**src/rtl/swlog_pkg.sv**
```systemverilog
package swlog_pkg;
  localparam int IVAL_W = 7;
  localparam int REC_W  = IVAL_W + 1;
  localparam logic [IVAL_W-1:0] IVAL_MAX = '1;

  // record byte: direction on top, clamped interval below
  function automatic logic [REC_W-1:0] pack_rec(input logic dir,
                                                input logic [IVAL_W-1:0] iv);
    return {dir, iv};
  endfunction

  // next interval value: clear wins, then a saturating step on a tick
  function automatic logic [IVAL_W-1:0] ival_next(input logic [IVAL_W-1:0] cur,
                                                  input logic clr,
                                                  input logic tk);
    if (clr) return '0;
    if (tk && (cur != IVAL_MAX)) return cur + 1'b1;
    return cur;
  endfunction
endpackage

```
**src/rtl/swlog_tick.sv**
```systemverilog
module swlog_tick #(
  parameter int TICK_CYCLES = 250000
) (
  input  logic clk,
  input  logic rst_n,
  input  logic clear,
  output logic tick
);
  localparam int TW = $clog2(TICK_CYCLES + 1);
  localparam logic [TW-1:0] LAST = TW'(TICK_CYCLES - 1);

  logic [TW-1:0] cnt_q;

  assign tick = (cnt_q == LAST);

  always_ff @(posedge clk) begin
    if (!rst_n)      cnt_q <= '0;
    else if (clear)  cnt_q <= '0;
    else if (tick)   cnt_q <= '0;
    else             cnt_q <= cnt_q + 1'b1;
  end
endmodule

```
**src/rtl/swlog_interval.sv**
```systemverilog
module swlog_interval
  import swlog_pkg::*;
(
  input  logic              clk,
  input  logic              rst_n,
  input  logic              clear,
  input  logic              tick,
  output logic [IVAL_W-1:0] ival
);
  logic [IVAL_W-1:0] ival_q;

  always_ff @(posedge clk) begin
    if (!rst_n) ival_q <= '0;
    else        ival_q <= ival_next(ival_q, clear, tick);
  end

  assign ival = ival_q;
endmodule

```
**src/rtl/swlog_ring.sv**
```systemverilog
module swlog_ring
  import swlog_pkg::*;
#(
  parameter int DEPTH = 16,
  localparam int AW = (DEPTH > 1) ? $clog2(DEPTH) : 1,
  localparam int CW = $clog2(DEPTH + 1)
) (
  input  logic             clk,
  input  logic             rst_n,
  input  logic             wr_en,
  input  logic [REC_W-1:0] wr_data,
  input  logic [AW-1:0]    rd_idx,
  output logic [REC_W-1:0] rd_data,
  output logic [AW-1:0]    wr_ptr,
  output logic [CW-1:0]    count
);
  localparam logic [CW-1:0] FULL = CW'(DEPTH);

  logic [DEPTH-1:0][REC_W-1:0] slot_q;
  logic [AW-1:0]               wp_q;
  logic [CW-1:0]               cnt_q;

  for (genvar i = 0; i < DEPTH; i++) begin : g_slot
    always_ff @(posedge clk) begin
      if (!rst_n)                              slot_q[i] <= '0;
      else if (wr_en && (wp_q == AW'(i)))      slot_q[i] <= wr_data;
    end
  end

  always_ff @(posedge clk) begin
    if (!rst_n) begin
      wp_q  <= '0;
      cnt_q <= '0;
    end else if (wr_en) begin
      wp_q <= wp_q + 1'b1;
      if (cnt_q != FULL) cnt_q <= cnt_q + 1'b1;
    end
  end

  assign rd_data = slot_q[rd_idx];
  assign wr_ptr  = wp_q;
  assign count   = cnt_q;
endmodule

```
**src/rtl/swlog_dump.sv**
```systemverilog
module swlog_dump
  import swlog_pkg::*;
#(
  parameter int DEPTH = 16,
  localparam int AW = (DEPTH > 1) ? $clog2(DEPTH) : 1,
  localparam int CW = $clog2(DEPTH + 1)
) (
  input  logic             clk,
  input  logic             rst_n,
  input  logic             press,
  input  logic [CW-1:0]    log_count,
  input  logic [AW-1:0]    start_idx,
  input  logic [REC_W-1:0] rd_data,
  output logic [AW-1:0]    fetch_idx,
  output logic [REC_W-1:0] tx_data,
  output logic             tx_valid,
  input  logic             tx_ready,
  output logic             busy,
  output logic             done
);
  logic             busy_q;
  logic [AW-1:0]    cur_q;
  logic [CW-1:0]    left_q;
  logic [REC_W-1:0] data_q;
  logic             start;

  assign start     = !busy_q && press && (log_count != '0);
  assign done      = busy_q && tx_ready && (left_q == CW'(1));
  assign fetch_idx = busy_q ? (cur_q + 1'b1) : start_idx;

  always_ff @(posedge clk) begin
    if (!rst_n) begin
      busy_q <= 1'b0;
      cur_q  <= '0;
      left_q <= '0;
      data_q <= '0;
    end else if (start) begin
      busy_q <= 1'b1;
      cur_q  <= start_idx;
      left_q <= log_count;
      data_q <= rd_data;
    end else if (busy_q && tx_ready) begin
      if (done) begin
        busy_q <= 1'b0;
      end else begin
        cur_q  <= cur_q + 1'b1;
        left_q <= left_q - 1'b1;
        data_q <= rd_data;
      end
    end
  end

  assign tx_data  = data_q;
  assign tx_valid = busy_q;
  assign busy     = busy_q;
endmodule

```
**src/rtl/sw_activity_log.sv**
```systemverilog
module sw_activity_log
  import swlog_pkg::*;
#(
  parameter int TICK_CYCLES = 250000,
  parameter int DEPTH       = 16
) (
  input  logic       clk,
  input  logic       rst_n,
  input  logic       sw_level,
  input  logic       dump_btn,
  output logic [7:0] tx_data,
  output logic       tx_valid,
  input  logic       tx_ready
);
  localparam int AW = (DEPTH > 1) ? $clog2(DEPTH) : 1;
  localparam int CW = $clog2(DEPTH + 1);

  // input edge detection
  logic sw_q, btn_q;
  always_ff @(posedge clk) begin
    if (!rst_n) begin
      sw_q  <= 1'b0;
      btn_q <= 1'b0;
    end else begin
      sw_q  <= sw_level;
      btn_q <= dump_btn;
    end
  end

  // named internal events for the checker
  logic              op_evt;
  logic              press_evt;
  logic              tick_w;
  logic [IVAL_W-1:0] ival_w;
  logic [REC_W-1:0]  rec_w;
  logic [AW-1:0]     wr_ptr_w, start_idx_w, fetch_idx_w;
  logic [CW-1:0]     log_count_w;
  logic [REC_W-1:0]  rd_data_w;
  logic              busy_w, done_w;

  assign op_evt      = sw_level ^ sw_q;
  assign press_evt   = dump_btn & ~btn_q;
  assign rec_w       = pack_rec(sw_level, ival_w);
  assign start_idx_w = wr_ptr_w - AW'(log_count_w);

  swlog_tick #(.TICK_CYCLES(TICK_CYCLES)) u_tick (
    .clk   (clk),
    .rst_n (rst_n),
    .clear (op_evt),
    .tick  (tick_w)
  );

  swlog_interval u_ival (
    .clk   (clk),
    .rst_n (rst_n),
    .clear (op_evt),
    .tick  (tick_w),
    .ival  (ival_w)
  );

  swlog_ring #(.DEPTH(DEPTH)) u_ring (
    .clk     (clk),
    .rst_n   (rst_n),
    .wr_en   (op_evt),
    .wr_data (rec_w),
    .rd_idx  (fetch_idx_w),
    .rd_data (rd_data_w),
    .wr_ptr  (wr_ptr_w),
    .count   (log_count_w)
  );

  swlog_dump #(.DEPTH(DEPTH)) u_dump (
    .clk       (clk),
    .rst_n     (rst_n),
    .press     (press_evt),
    .log_count (log_count_w),
    .start_idx (start_idx_w),
    .rd_data   (rd_data_w),
    .fetch_idx (fetch_idx_w),
    .tx_data   (tx_data),
    .tx_valid  (tx_valid),
    .tx_ready  (tx_ready),
    .busy      (busy_w),
    .done      (done_w)
  );
endmodule

```
**config.mk**
```make
export PLATFORM = sky130hd
export DESIGN_NAME = sw_activity_log
export DESIGN_NICKNAME = d
export VERILOG_FILES = /design/src/rtl/swlog_pkg.sv /design/src/rtl/swlog_tick.sv /design/src/rtl/swlog_interval.sv /design/src/rtl/swlog_ring.sv /design/src/rtl/swlog_dump.sv /design/src/rtl/sw_activity_log.sv
export SDC_FILE = /design/constraint.sdc
export NUM_CORES = 1
export LEC_CHECK = 0
export BUFFER_PORTS_ARGS = -buffer_cell sky130_fd_sc_hd__buf_4
export CAP_MARGIN = 20
export CELL_PAD_IN_SITES_DETAIL_PLACEMENT = 1
export CELL_PAD_IN_SITES_GLOBAL_PLACEMENT = 2
export CORE_UTILIZATION = 41
export CTS_CLUSTER_DIAMETER = 200
export DETAILED_ROUTE_END_ITERATION = 6
export PLACE_DENSITY = 0.83
export SLEW_MARGIN = 0
export SYNTH_ARGS = -nofsm -noshare
export SYNTH_HDL_FRONTEND = slang
export SYNTH_SLANG_ARGS = --single-unit
```
**constraint.sdc**
```tcl
create_clock -name clk -period 3.05 [get_ports clk]
set_clock_uncertainty 0.05 [all_clocks]
set_input_delay 0.305 -clock clk [delete_from_list [all_inputs] [get_ports clk]]
set_output_delay 0.305 -clock clk [all_outputs]
set_load 0.005 [all_outputs]
```
Yosys cells after proc, flatten, opt, wreduce, memory -nomap -nowiden

Index checks and enable logic that the tools add are counted.

Register bits after elaboration: 182
Input port bits: 5
Output and inout bits: 9
Logic and storage cells: 113

Add/subtract/negate cells: 7
Magnitude comparators: 1
Equal/unequal tests: 20
Multiplexer cells: 24
Bitwise gates (word level): 4
Reduce and logical (&&, ||, !) cells: 31

Operators by type and width:

| operator                                                                     | count |
|---|---|
| 8-bit binary-select mux with 4-bit select                                    | 1 |
| 4-bit == test, second input constant                                         | 8 |
| 8-bit two-way mux                                                            | 4 |
| 7-bit two-way mux                                                            | 4 |
| 1-bit logical AND                                                            | 21 |
| 18-bit by 1-bit adder with 18-bit output, second input constant              | 1 |
| 18-bit == test, second input constant                                        | 1 |
| 4-bit by 3-bit == test with 1-bit output, second input constant              | 4 |
| 4-bit two-way mux                                                            | 4 |
| 5-bit two-way mux                                                            | 3 |
| 4-bit by 1-bit adder with 4-bit output, second input constant                | 2 |
| 4-bit by 2-bit == test with 1-bit output, second input constant              | 2 |
| 1-bit two-way mux                                                            | 8 |
| 7-bit by 1-bit adder with 7-bit output, second input constant                | 1 |
| 7-bit inequality test, second input constant                                 | 1 |
| 2-bit AND reduction                                                          | 3 |
| 2-bit nonzero test                                                           | 3 |
| 5-bit by 1-bit adder with 5-bit output, second input constant                | 1 |
| 5-bit by 1-bit == test with 1-bit output, second input constant              | 1 |
| 4-bit by 5-bit less-than comparator with 1-bit output, second input constant | 1 |
| 5-bit inequality test, second input constant                                 | 1 |
| 5-bit nonzero test                                                           | 1 |
| 5-bit by 1-bit subtractor with 5-bit output, second input constant           | 1 |
| 4-bit by 1-bit == test with 1-bit output, second input constant              | 1 |
| 8 further kinds                                                              | 9 |

Longest topological paths before layout

Depth in word-level cells: 7
Depth in mapped cells: 9
Depth with buffers taken out: 8

By module

A second synthesis with hierarchy kept.

Cell total of the unflattened synthesis: 945
Area, all modules: 8450.6 sq um

Modules (own cells, without submodules):

| module          | times used | cells each | area an instance (sq um) | seq. area each (sq um) |
|---|---|---|---|---|
| swlog_ring      | 1          | 677        | 6090.8                   | 2742.6 |
| swlog_dump      | 1          | 115        | 1003.5                   | 360.3 |
| swlog_tick      | 1          | 98         | 852.1                    | 360.3 |
| swlog_interval  | 1          | 35         | 320.3                    | 140.1 |
| sw_activity_log | 1          | 20         | 183.9                    | 40.0 |

Worst setup path before layout

OpenSTA, ideal clock, no wires.

Path kind: flip-flop to flip-flop
Start: register u_ring.wp_q[0], in the netlist u_ring.wr_ptr[0]
End: register u_dump.data_q[4], in the netlist u_dump.tx_data[4]
Setup time: 0.133 ns
Arrival: 2.213 ns
Data required time: 2.867 ns
Path slack: 0.654 ns
Cell stages (with the launch flop): 10
Path buffers: 1
Period minus slack after synthesis: 2.396 ns
Path through: dfxtp_1 -> inv_1 -> ha_1 -> inv_1 -> fa_1 -> mux2i_1 -> buf_2 -> mux4_2 -> mux2i_1 -> o221ai_1

Longest elaborated chain between the ends: 7

Ends and longest elaborated chain:

| element                                       | line                  | text |
|---|---|---|
| start: declaration                            | swlog_ring.sv:20      | `logic [AW-1:0] wp_q;` |
| start signal: assignment                      | swlog_ring.sv:35      | `wp_q <= wp_q + 1'b1;` |
| 4-bit subtractor (*)                          | sw_activity_log.sv:44 | `assign start_idx_w = wr_ptr_w - AW'(log_count_w);` |
| 4-bit two-way mux (*)                         | swlog_dump.sv:29      | `assign fetch_idx = busy_q ? (cur_q + 1'b1) : start_idx;` |
| 8-bit binary-select mux with 4-bit select (*) | swlog_ring.sv:40      | `assign rd_data = slot_q[rd_idx];` |
| 8-bit two-way mux (implied by the code) (*)   | swlog_ring.sv:40      |  |
| 8-bit two-way mux                             | swlog_dump.sv:43      | `if (done) begin` |
| 8-bit two-way mux                             | swlog_dump.sv:42      | `end else if (busy_q && tx_ready) begin` |
| 8-bit two-way mux (*)                         | swlog_dump.sv:37      | `end else if (start) begin` |
| end signal: assignment                        | swlog_dump.sv:41      | `data_q <= rd_data;` |
| end signal: assignment                        | swlog_dump.sv:48      | `data_q <= rd_data;` |
| end: declaration                              | swlog_dump.sv:24      | `logic [REC_W-1:0] data_q;` |

Every way passes the cells marked *; elsewhere a longest branch is shown, timed or not. The select of a mux whose other input is x is not followed.
A chain may end at the register's enable or synchronous reset.

Worst setup path in the final report

Start: register u_ring.wp_q[0], in the netlist u_ring.wr_ptr[0]
End: register u_dump.data_q[2], in the netlist u_dump.tx_data[2]

The elaborated chain is that of the path after synthesis.

==> results_dict.tcl <==
set metrics [dict create \
    status "completed" \
    hpwl_mm 14.9 \
    clkPwrFrac_pct 41.7 \
    ys_ff_latch 182 \
    path_clk_slew_ns 0.08 \
    worstPathRequired_ns 3.32 \
    grt_use_total_pct 21.9 \
    route.detailed.drc 0 \
    yosysUniqueCellTypes 55 \
    grt_most_used_layer "met2" \
    antenna_found_initial 0 \
    path_cells "inv_1 > ha_1 > inv_1 > fa_1 > mux2i_4 > buf_12 > mux4_1 > mux2i_1 > o221ai_1" \
    coreArea_um2 20200 \
    die_h_um 145 \
    grt_max_degree 104 \
    syn_inst 841 \
    syn_to_final_growth_pct 10.9 \
    synth_fp_nets 861 \
    crit_fanout 20 \
    mostFrequentLayoutCells "dfxtp_1 (182), nor2_1 (173), mux2i_1 (99)" \
    r2r_setup_slack_ns 0.27 \
    crit_buf_inv 3 \
    grt_use_met3_pct 4.43 \
    critPathCaptureType "flip-flop" \
    portBuffers 13 \
    initial_utilization_pct 41.7 \
    yosysSeqAreaShare_pct 43.3 \
    hp-class "in -> reg" \
    slew_violations 0 \
    rsz0062_at_grt "false" \
    p_seq_share_pct 44.8 \
    tritoncts "yes" \
    cp_top_family "multiplexers" \
    grt_use_met1_pct 27.0 \
    power_switching_mw 1.55 \
    die_w_um 145 \
    clkSinkCount 182 \
    peakVddDrop_uv 378 \
    synth_area_leaders "dfxtp_1 (43%), mux2i_1 (12%), mux4_1 (8.1%), nor2_1 (7.7%), a21oi_1 (3.2%)" \
    cts_max_level 4 \
    yosys_warnings 0 \
    grt_pass1_wl_mm 35.8 \
    cts_resized 0 \
    grt_remaining_overflow 0 \
    p_total_mw 5.46 \
    setup_violations 0 \
    postCtsHoldBufs 0 \
    layout_commonest_cell "dfxtp_1" \
    rows 52 \
    cp_slowest_cell "fa_1" \
    final_nets 852 \
    p_int_mw 3.91 \
    drt_iter0_markers 269 \
    cts_root_buffer "clkbuf_16" \
    avgSynthCellArea_um2 10.0 \
    final_antenna_net_count 0 \
    gp_congestion 0.777 \
    grt_use_met2_pct 38.0 \
    fmax_ghz 0.360 \
    hold_viol 0 \
    vias 6234 \
    slew_headroom_pct 45.5 \
    leakagePower_nw 3.99 \
    drive_gt1_share_pct 11.4 \
    cp.arrival_ns 3.05 \
    combPwrFrac_pct 13.5 \
    worst_path_most_repeated_cell "inv_1" \
    ioPinCount 14 \
    fin_crit_ns 2.78 \
    diodes 0 \
    period_share_pct 91.2 \
    netlist_area_um2 8420 \
    vias_per_cell 5.59 \
    fill_cells 2252 \
    clock_latency_ns 0.45 \
    synth_top_area_cell "dfxtp_1" \
    fp.dieArea_um2 21100 \
    synth_top_area_share_pct 43.3 \
    clock_path_buffers 2 \
    cts_made_buffers 17 \
    crit_type "reg -> reg" \
    setup_tns_ns 0 \
    wirelength_mm 22.3 \
    wl_per_cell_um 20.0 \
    max_stage_delay_ns 0.46 \
    p_sw_share_pct 28.4 \
    cts_setup_buffers 0 \
    power.density_nw_per_um2 585 \
    dr.pass1.iters 5 \
    start_kind "flip-flop" \
    worst_slew_pin_slew_ns 0.816 \
    grt_pass1_vias 6616 \
    drv_cap 0 \
]
[worst paths after layout]
| kind | from | end | depth (start not counted) |
|---|---|---|---|
| worst min register to register | u_ring.slot_q[24] | u_ring.slot_q[24] | 2 |
| worst min-delay path | dump_btn | btn_q | 2 |
| worst max register to register | u_ring.wr_ptr[0] | u_dump.tx_data[2] | 9 |
| worst max-delay path | u_ring.wr_ptr[0] | u_dump.tx_data[2] | 9 |
[layout make-up]
| class | instances | area [um^2] | share of cell area, % |
|---|---|---|---|
| Timing Repair Buffer | 28 | 248 | 2.65 |
| Clock buffer | 18 | 439 | 4.70 |
| Clock inverter | 14 | 158 | 1.69 |
| Tap cell | 270 | 338 | 3.62 |
| Sequential cell | 182 | 3640 | 39.0 |
| Inverter | 16 | 62.6 | 0.670 |
| Multi-Input combinational cell | 587 | 4450 | 47.6 |
[Yosys cell counts (all sizes together)]
master	n
or4	1
o221ai	8
and3	6
mux2i	101
or2	1
nand4	13
nor3	5
nor2	173
a31oi	2
and2	8
nand3	53
and4	2
mux4	32
a21oi	54
clkbuf	32
fa	1
nor4bb	2
nor3b	1
a31o	3
nor4b	1
a41oi	1
xnor2	22
nand2b	1
nand4b	1
and2b	1
xor2	14
a22oi	2
inv	16
buf	24
a22o	1
ha	14
o21ai	4
dfxtp	182
o211ai	1
a211oi	6
nand2	43
nor2b	4
o21a	1
or4b	2
nor4	2
[metal layers]
| layer | up-vias | wire length [um] |
|---|---|---|
| met5 | - | 0 |
| met4 | 0 | 385 |
| met3 | 29 | 729 |
| met2 | 97 | 11200 |
| met1 | 3171 | 9940 |
| li1 | 2937 | - |
[registers in the layout (all words and copies together), names as in the netlist]
name            cells
u_dump.cur_q        4
btn_q               1
u_ival.ival         7
u_ring.count        5
u_ring.slot_q     128
u_dump.busy         1
sw_q                1
u_ring.wr_ptr       4
u_dump.tx_data      8
u_tick.cnt_q       18
u_dump.left_q       5
[power groups by stage]
stage	Sequential, mW	Combinational, mW	Clock, mW
after floorplan	2.49	0.566	0
after global placement	2.50	0.710	0
after detailed placement	2.50	0.734	0
after CTS	2.45	0.739	2.32
after global routing	2.46	0.787	2.42
final	2.45	0.738	2.28
[logic make-up (layout without fill, tap and decap cells)]
group                    after synthesis  in the layout  synth area share (%)
adder cells (fa/ha/maj)               15             15                  2.32
AND/OR/NAND/NOR                      320            320                  18.5
AO/OA/AOI/OAI                         83             83                  6.00
flip-flops                           182            182                  43.3
XOR/XNOR                              36             36                  3.97
buffers and inverters                 72             76                  4.03
multiplexers                         133            133                  21.9
[through the flow]
stage / instances / utilization, % / instance area (um^2) / worst slack, ns / hold WS (ns)
5_1_grt: 1115 / 46.3 / 9340 / 0.133 / 0.0436
3_3_place_gp: 1083 / 43.3 / 8740 / 0.447 / 0.388
4_1_cts: 1115 / 46.3 / 9340 / 0.263 / 0.0434
6_report: 1115 / 46.3 / 9340 / 0.269 / 0.0468
3_5_place_dp: 1083 / 43.3 / 8740 / 0.295 / 0.401
2_1_floorplan: 841 / - / 8420 / 0.654 / 0.377
Power figures use the tool's default switching activity.
